$ cat src/rtl/pwrup_pkg.sv
package pwrup_pkg;

  typedef enum logic [1:0] {
    ST_COLD = 2'd0,
    ST_WAKE = 2'd1,
    ST_RUN  = 2'd2
  } seqState_t;

  // Strobes sent from control to datapath
  typedef struct packed {
    logic cntClr;
    logic cntEn;
    logic useWake;
    logic calLoad;
  } dpCtrl_t;

  localparam int CAL_W = 56;

  // year, month, day, weekday, hour, minute, second (BCD)
  localparam logic [CAL_W-1:0] CAL_DEFAULT =
    {8'h00, 8'h01, 8'h01, 8'h01, 8'h00, 8'h00, 8'h00};

endpackage

$ cat src/rtl/pwrup_ctrl.sv
module pwrup_ctrl
  import pwrup_pkg::*;
(
  input  logic    clk,
  input  logic    rstN,
  input  logic    mainGood,
  input  logic    batPresent,
  input  logic    addrMatch,
  input  logic    oscDisable,
  input  logic    tick,
  input  logic    cntHit,
  output dpCtrl_t ctrlOut,
  output logic    oscEn,
  output logic    convStart
);

  seqState_t stateQ, stateD;
  logic calLoadQ, calLoadD;
  logic convQ, convD;
  logic cntClrD;
  logic anyValid, wakeReq, running;
  logic pastOk;

  assign anyValid = mainGood | batPresent;
  assign wakeReq  = mainGood | addrMatch;
  assign running  = (stateQ != ST_COLD);

  always_comb begin
    stateD   = stateQ;
    calLoadD = 1'b0;
    convD    = 1'b0;
    cntClrD  = 1'b0;
    case (stateQ)
      ST_COLD: begin
        if (anyValid && wakeReq) begin
          stateD   = ST_WAKE;
          calLoadD = 1'b1;
          cntClrD  = 1'b1;
        end
      end
      ST_WAKE: begin
        if (cntHit) begin
          stateD = ST_RUN;
          convD  = 1'b1;
        end
      end
      ST_RUN: begin
        if (cntHit) convD = 1'b1;
      end
      default: begin
        stateD  = ST_COLD;
        cntClrD = 1'b1;
      end
    endcase
    // Both supplies gone: back to cold, calendar load armed again
    if (!anyValid) begin
      stateD   = ST_COLD;
      cntClrD  = 1'b1;
      convD    = 1'b0;
      calLoadD = 1'b0;
    end
  end

  always_ff @(posedge clk) begin
    if (!rstN) begin
      stateQ   <= ST_COLD;
      calLoadQ <= 1'b0;
      convQ    <= 1'b0;
      pastOk   <= 1'b0;
    end else begin
      stateQ   <= stateD;
      calLoadQ <= calLoadD;
      convQ    <= convD;
      pastOk   <= 1'b1;
    end
  end

  assign ctrlOut.cntClr  = cntClrD;
  assign ctrlOut.cntEn   = running && anyValid && !oscDisable && tick;
  assign ctrlOut.useWake = (stateQ == ST_WAKE);
  assign ctrlOut.calLoad = calLoadQ;

  assign oscEn     = running && !oscDisable;
  assign convStart = convQ;

  // leaving the cold state needs a wake request in the cycle before
  p_wake_needs_event_r1: assert property (@(posedge clk) disable iff (!rstN || !pastOk)
    ($past(stateQ) == ST_COLD && stateQ != ST_COLD) |-> $past(wakeReq));

  // calendar load is single-cycle
  p_cal_pulse_r4: assert property (@(posedge clk) disable iff (!rstN)
    calLoadQ |=> !calLoadQ);

  // a calendar load only follows the cold state
  p_cal_from_cold_r5: assert property (@(posedge clk) disable iff (!rstN || !pastOk)
    calLoadQ |-> ($past(stateQ) == ST_COLD));

  // conversions only come from a running sequencer
  p_conv_running_r3: assert property (@(posedge clk) disable iff (!rstN || !pastOk)
    convQ |-> ($past(stateQ) != ST_COLD));

  // conversion strobe is single-cycle
  p_conv_pulse_r2: assert property (@(posedge clk) disable iff (!rstN)
    convQ |=> !convQ);

endmodule

$ cat src/rtl/pwrup_dp.sv
module pwrup_dp
  import pwrup_pkg::*;
#(
  parameter int WAKE_TICKS = 128,
  parameter int CONV_TICKS = 64
) (
  input  logic             clk,
  input  logic             rstN,
  input  dpCtrl_t          ctrlIn,
  input  logic             mainGood,
  input  logic             mainAboveBat,
  output logic             cntHit,
  output logic [CAL_W-1:0] calWord,
  output logic             supplyMain
);

  localparam int MAXT  = (WAKE_TICKS > CONV_TICKS) ? WAKE_TICKS : CONV_TICKS;
  localparam int CNT_W = (MAXT > 2) ? $clog2(MAXT) : 1;
  localparam logic [CNT_W-1:0] WAKE_LAST = CNT_W'(WAKE_TICKS - 1);
  localparam logic [CNT_W-1:0] CONV_LAST = CNT_W'(CONV_TICKS - 1);

  logic [CNT_W-1:0] tickCnt;
  logic [CNT_W-1:0] limitLast;
  logic             selQ;

  assign limitLast = ctrlIn.useWake ? WAKE_LAST : CONV_LAST;
  assign cntHit    = ctrlIn.cntEn && (tickCnt == limitLast);

  always_ff @(posedge clk) begin
    if (!rstN) begin
      tickCnt <= '0;
    end else if (ctrlIn.cntClr || cntHit) begin
      tickCnt <= '0;
    end else if (ctrlIn.cntEn) begin
      tickCnt <= tickCnt + CNT_W'(1);
    end
  end

  always_ff @(posedge clk) begin
    if (!rstN) selQ <= 1'b0;
    else       selQ <= mainGood | mainAboveBat;
  end

  assign supplyMain = selQ;
  assign calWord    = ctrlIn.calLoad ? CAL_DEFAULT : '0;

  // counter never passes the limit of the current phase
  p_no_overflow_r2: assert property (@(posedge clk) disable iff (!rstN)
    tickCnt <= limitLast);

  // parameters must give a counter of at least two states
  initial begin
    p_param_ok_r2: assert (WAKE_TICKS >= 2 && CONV_TICKS >= 2);
  end

endmodule

$ cat src/rtl/pwrup_seq.sv
module pwrup_seq
  import pwrup_pkg::*;
#(
  parameter int WAKE_TICKS = 128,
  parameter int CONV_TICKS = 64
) (
  input  logic        clk,
  input  logic        rstN,
  input  logic        mainGood,
  input  logic        mainAboveBat,
  input  logic        batPresent,
  input  logic        addrMatch,
  input  logic        oscDisable,
  input  logic        tick,
  output logic        oscEn,
  output logic        convStart,
  output logic        calLoad,
  output logic [55:0] calWord,
  output logic        supplyMain
);

  dpCtrl_t ctrlBus;
  logic    cntHit;

  pwrup_ctrl u_ctrl (
    .clk        (clk),
    .rstN       (rstN),
    .mainGood   (mainGood),
    .batPresent (batPresent),
    .addrMatch  (addrMatch),
    .oscDisable (oscDisable),
    .tick       (tick),
    .cntHit     (cntHit),
    .ctrlOut    (ctrlBus),
    .oscEn      (oscEn),
    .convStart  (convStart)
  );

  pwrup_dp #(
    .WAKE_TICKS (WAKE_TICKS),
    .CONV_TICKS (CONV_TICKS)
  ) u_dp (
    .clk          (clk),
    .rstN         (rstN),
    .ctrlIn       (ctrlBus),
    .mainGood     (mainGood),
    .mainAboveBat (mainAboveBat),
    .cntHit       (cntHit),
    .calWord      (calWord),
    .supplyMain   (supplyMain)
  );

  assign calLoad = ctrlBus.calLoad;

  // a disabled oscillator yields no conversion in the next cycle
  p_frozen_r6: assert property (@(posedge clk) disable iff (!rstN)
    oscDisable |=> !convStart);

  // with no supply at all the oscillator is off after the edge
  p_lost_off_r7: assert property (@(posedge clk) disable iff (!rstN)
    (!mainGood && !batPresent) |=> !oscEn);

endmodule

$ cat config.mk
export PLATFORM = sky130hd
export DESIGN_NAME = pwrup_seq
export DESIGN_NICKNAME = d
export VERILOG_FILES = /design/src/rtl/pwrup_pkg.sv /design/src/rtl/pwrup_ctrl.sv /design/src/rtl/pwrup_dp.sv /design/src/rtl/pwrup_seq.sv
export SDC_FILE = /design/constraint.sdc
export NUM_CORES = 1
export LEC_CHECK = 0
export BUFFER_PORTS_ARGS = -buffer_cell sky130_fd_sc_hd__buf_2
export CORE_MARGIN = 4
export CORE_UTILIZATION = 28
export DETAILED_ROUTE_END_ITERATION = 6
export GPL_TIMING_DRIVEN = 0
export PLACE_DENSITY = 0.61
export SLEW_MARGIN = 0
export SYNTH_ARGS = -nofsm -noshare
export SYNTH_HDL_FRONTEND = slang
export SYNTH_HIERARCHICAL = 1
export SYNTH_SLANG_ARGS = --single-unit
$ cat constraint.sdc
create_clock -name clk -period 3.6 [get_ports clk]
set_input_delay 0.36 -clock clk [delete_from_list [all_inputs] [get_ports clk]]
set_output_delay 0.36 -clock clk [all_outputs]
set_load 0.01 [all_outputs]
[Word level (Yosys, flattened, before mapping)]
Index checks and enable logic that the tools add are counted.
Word-level totals
  logic and storage cells: 41
  output and inout bits: 60
  input port bits: 8
  flip-flop bits (word level): 12
Cells by class
  eq/ne operators: 5
  add/subtract/negate cells: 1
  mux-type cells: 9
  reductions and logical operators: 16
  bitwise logic cells: 5
Operators by type and width (number)
  $mux W41: 1
  $reduce_and A3 Y1: 3
  $add A7 B1 Y7 const B: 1
  $eq A7 B7 Y1: 1
  $mux W7: 1
  $logic_and A1 B1 Y1: 6
  $pmux W2 S3: 1
  $mux W2: 2
  $reduce_or A2 Y1: 2
  $mux W1: 3
  $or A1 B1 Y1: 3
  $eq A2 B1 Y1 const B: 1
  $eq A2 B2 Y1 const B: 1
  $logic_not A2 Y1: 1
  $ne A2 B1 Y1 const B: 1
  $ne A2 B2 Y1 const B: 1
  $not A1 Y1: 2
  $pmux W1 S2: 1
  $reduce_and A2 Y1: 1
  $reduce_bool A2 Y1: 1
  $logic_not A1 Y1: 1
  $logic_or A1 B1 Y1: 1

[Logic depth before layout (Yosys ltp)]
  word-level depth: 7
  mapped depth: 10
  depth with buffers taken out: 9

[Modules after synthesis]
Netlist, hierarchy kept.
By module, submodules not included
  pwrup_dp: area each 787.0 um^2, seq. area each 160.2 um^2, times used 1, cells an instance 96
  pwrup_ctrl: area each 267.8 um^2, seq. area each 80.1 um^2, times used 1, cells an instance 31

[Least setup slack after synthesis]
Ideal clock, no wire load.
  kind: flip-flop to flip-flop
  start point: reg u_ctrl.stateQ[0]
  end point: reg u_ctrl.stateQ[1]
  setup slack: 1.478 ns
  arrival: 2.050 ns
  library setup time: 0.072 ns
  clock period less this slack: 2.122 ns
  path buffers: 1
  cell stages (with the launch flop): 11
  data required time: 3.528 ns
  cells stage by stage: dfxtp_1 -> inv_1 -> ha_1 -> nor2_1 -> and3b_1 -> buf_4 -> nand4_2 -> nor3_1 -> nor2b_1 -> a311oi_2 -> mux2i_1
RTL lines
  start, declared: line pwrup_ctrl.sv:17  | seqState_t stateQ, stateD;
  start signal, assigned: line pwrup_ctrl.sv:71  | stateQ <= stateD;

==> out/results.ini <==
[run_status]
status=complete, no violations

[sta]
fin_skew_ps=6.382
max_freq_mhz=443.6
period_share_pct=62.62
final-hold-violation-count=0
maxSlewViolCount=0
rsz0062_at_grt=no
tns_ps=0
final.min_clock_period_ps=2254
finalSetupViolCount=0

[worst_setup_path]
slowest_stage=dfxtp_1
worstPathCellList=inv_1, ha_1, nor2_1, and3b_1, buf_4, nand4_2, nor3_1, nor2b_1, a311oi_2, mux2i_1
reg2regPathDepth=10
crit_family=simple AND/OR/NAND/NOR gates
ff2ff_setup_slack_ps=1350
cp_max_fo=6
slowest_delay_ps=350
endpoint_kind=flip-flop
arrival_ps=2430
cp_num_buf_inv=2
crit_required_ps=3770
worst-path-stages=10
worstSetupPathType=reg2reg
r2r-start=u_ctrl/stateQ[1]
reg2reg_to=u_ctrl/stateQ[1]
start_kind=flip-flop

[worst_hold_path]
hold_path_class=in2reg
min_from=mainAboveBat
min_to=u_dp/supplyMain
min_path_cells=2

[global_routing]
grt_start_max_net_pins=7
antenna_found_initial=0
grt_pass1_wl_um=2773
gr-total-overflow=0
grt_pass1_vias=665
grt_util_all_layers_pct=6.845

[power]
sw_frac_of_total_pct=28.67
seqPwrFrac_pct=35.6
pwr-share-comb_pct=34.3
switchingPower_mw=0.1124
powerDensity_nw_per_um2=275.7
p_leak_nw=0.8191
p_clk_share_pct=30.1
internal_power_mw=0.2795
finalPower_mw=0.3919
max-vdd-ir-drop_mv=0.1220

[drt]
detail-route-antenna-nets=0
finalWirelength_um=1775
wl_met2_um=752
wl_per_cell_um=7.275
wl_met1_um=787
drt_iter0_drc=6
drc=0
wl_met3_um=234
vias=795
via_per_inst=3.258
top_layer_used=met3
drtPass1Iterations=4

[floorplan]
core_area_um2=3661
io-pin-count=68
dieArea_um2=4813
num_rows=22
die_w_um=69.38
initial_core_util_pct=28.81
die_h_um=69.38

[cts]
worstSkewPairLatency_ps=240
cts_max_level=1
cts_root_buffer=clkbuf_8
clk_pin_slew_ps=50
ctsHoldBuffers=0
ctsResizeCount=0
post-cts-setup-buffers=0
clock_sinks=12
cts_buffers=3
clockBufferDepth=2
cts_tree=built

[finish]
regArea_um2=240.2
synthToLayoutAreaGrowth_pct=34.76
drive_gt1_share_pct=40.82
fill_cells=389
antenna_cells=0
nets=210
layout.cells.non_filler=244
multi_input_area_um2=544.3

[synth]
yosys-top-cells-count=buf_4, dfxtp_1, nand2_1, nor2_1, inv_1
synth_cells=127
yosys.area.top_type=buf_4
synth-edff-count=0
syn_area_um2=1055
synthTopCellsByArea=buf_4, dfxtp_1, ha_1
avgSynthCellArea_um2=8.305
seq_area_frac_synth_pct=22.78
yosysTopAreaCellShare_pct=41.99
async_flop_share_pct=0
yosys_warnings=6
ys_types=28
synth.most_common_cell=buf_4
ys_seq_elements=12
ys.flop_type=dfxtp_1

[placement]
io_buffer_count=14
dp_hpwl_um=1587
dp.cells=241
place_congestion=0.7468

[flow_run]
maxCapViolCount=0

==> through the flow <==
stage	area [um^2]	hold slack [ps]	setup WS (ps)	utilization, %
floorplan	1250	451.5	1478	-
global placement	1380	466.0	1404	37.70
detailed placement	1380	472.0	1379	37.70
CTS	1421	341.5	1329	38.82
global route	1421	356.1	1147	38.82
finish	1421	344.9	1346	38.82
==> layout by cell type, fill, tap and decap left out, types with 3 or more instances in the layout <==
cell,Yosys,routed
a21oi_1,3,3
buf_2,0,14
buf_4,59,59
clkbuf_8,0,3
conb_1,1,53
dfxtp_1,12,12
ha_1,4,4
inv_1,6,6
nand2_1,8,8
nor2_1,8,8
xor2_1,4,4
==> worst reg2reg max path, cell delays in order (launching register included) <==
cell,delay [ps]
dfxtp_1,350
inv_1,70
ha_1,270
nor2_1,150
and3b_1,160
buf_4,140
nand4_2,160
nor3_1,280
nor2b_1,130
a311oi_2,280
mux2i_1,200
==> metal layers <==
metal	GRT usage [%]	vias to the layer above
met4	3.254	0
met2	10.17	47
met1	8.464	308
met5	0	-
met3	2.899	0
li1	-	440
==> area by class of cell <==
class	count	share of cell area, %
Buffer	59	31.16
Clock buffer	3	2.905
Inverter	6	1.585
Multi-Input combinational cell	102	38.29
Sequential cell	12	16.90
Tap cell	48	4.225
Timing Repair Buffer	14	4.930
==> how the worst max path moves through the flow <==
| stage | startpoint | slack [ps] | to |
|---|---|---|---|
| floorplan | u_ctrl/stateQ[0] | 1480 | u_ctrl/stateQ[1] |
| global placement | u_ctrl/stateQ[0] | 1400 | u_ctrl/stateQ[1] |
| detailed placement | u_ctrl/stateQ[0] | 1380 | u_ctrl/stateQ[1] |
| CTS | u_ctrl/stateQ[0] | 1330 | u_ctrl/stateQ[1] |
| global route | u_ctrl/stateQ[1] | 1150 | u_ctrl/stateQ[1] |
| finish | u_ctrl/stateQ[1] | 1350 | u_ctrl/stateQ[1] |
==> power by group through the flow <==
stage	combinational, mW	sequential, mW	clock [mW]
2_1_floorplan	0.112	0.142	0
3_3_place_gp	0.131	0.142	0
3_5_place_dp	0.131	0.142	0
4_1_cts	0.132	0.140	0.123
5_1_grt	0.147	0.140	0.129
6_report	0.134	0.139	0.118
==> sequential cells by signal, indices dropped and copies added (netlist names) <==
name	flops
u_dp/supplyMain	1
u_ctrl/calLoadQ	1
u_ctrl/stateQ	2
u_dp/tickCnt	7
u_ctrl/convStart	1
==> logic make-up after synthesis <==
| kind of cell | count (synthesis) | synth area share [%] |
|---|---|---|
| adder cells (fa/ha/maj) | 4 | 4.745 |
| multiplexers | 2 | 1.898 |
| AND/OR/NAND/NOR | 26 | 12.58 |
| XOR/XNOR | 5 | 4.152 |
| other | 1 | 0.3555 |
| flip-flops | 12 | 22.78 |
| buffers and inverters | 65 | 44.13 |
| AO/OA/AOI/OAI | 12 | 9.372 |
No activity file was read; power rests on OpenSTA's default activity.
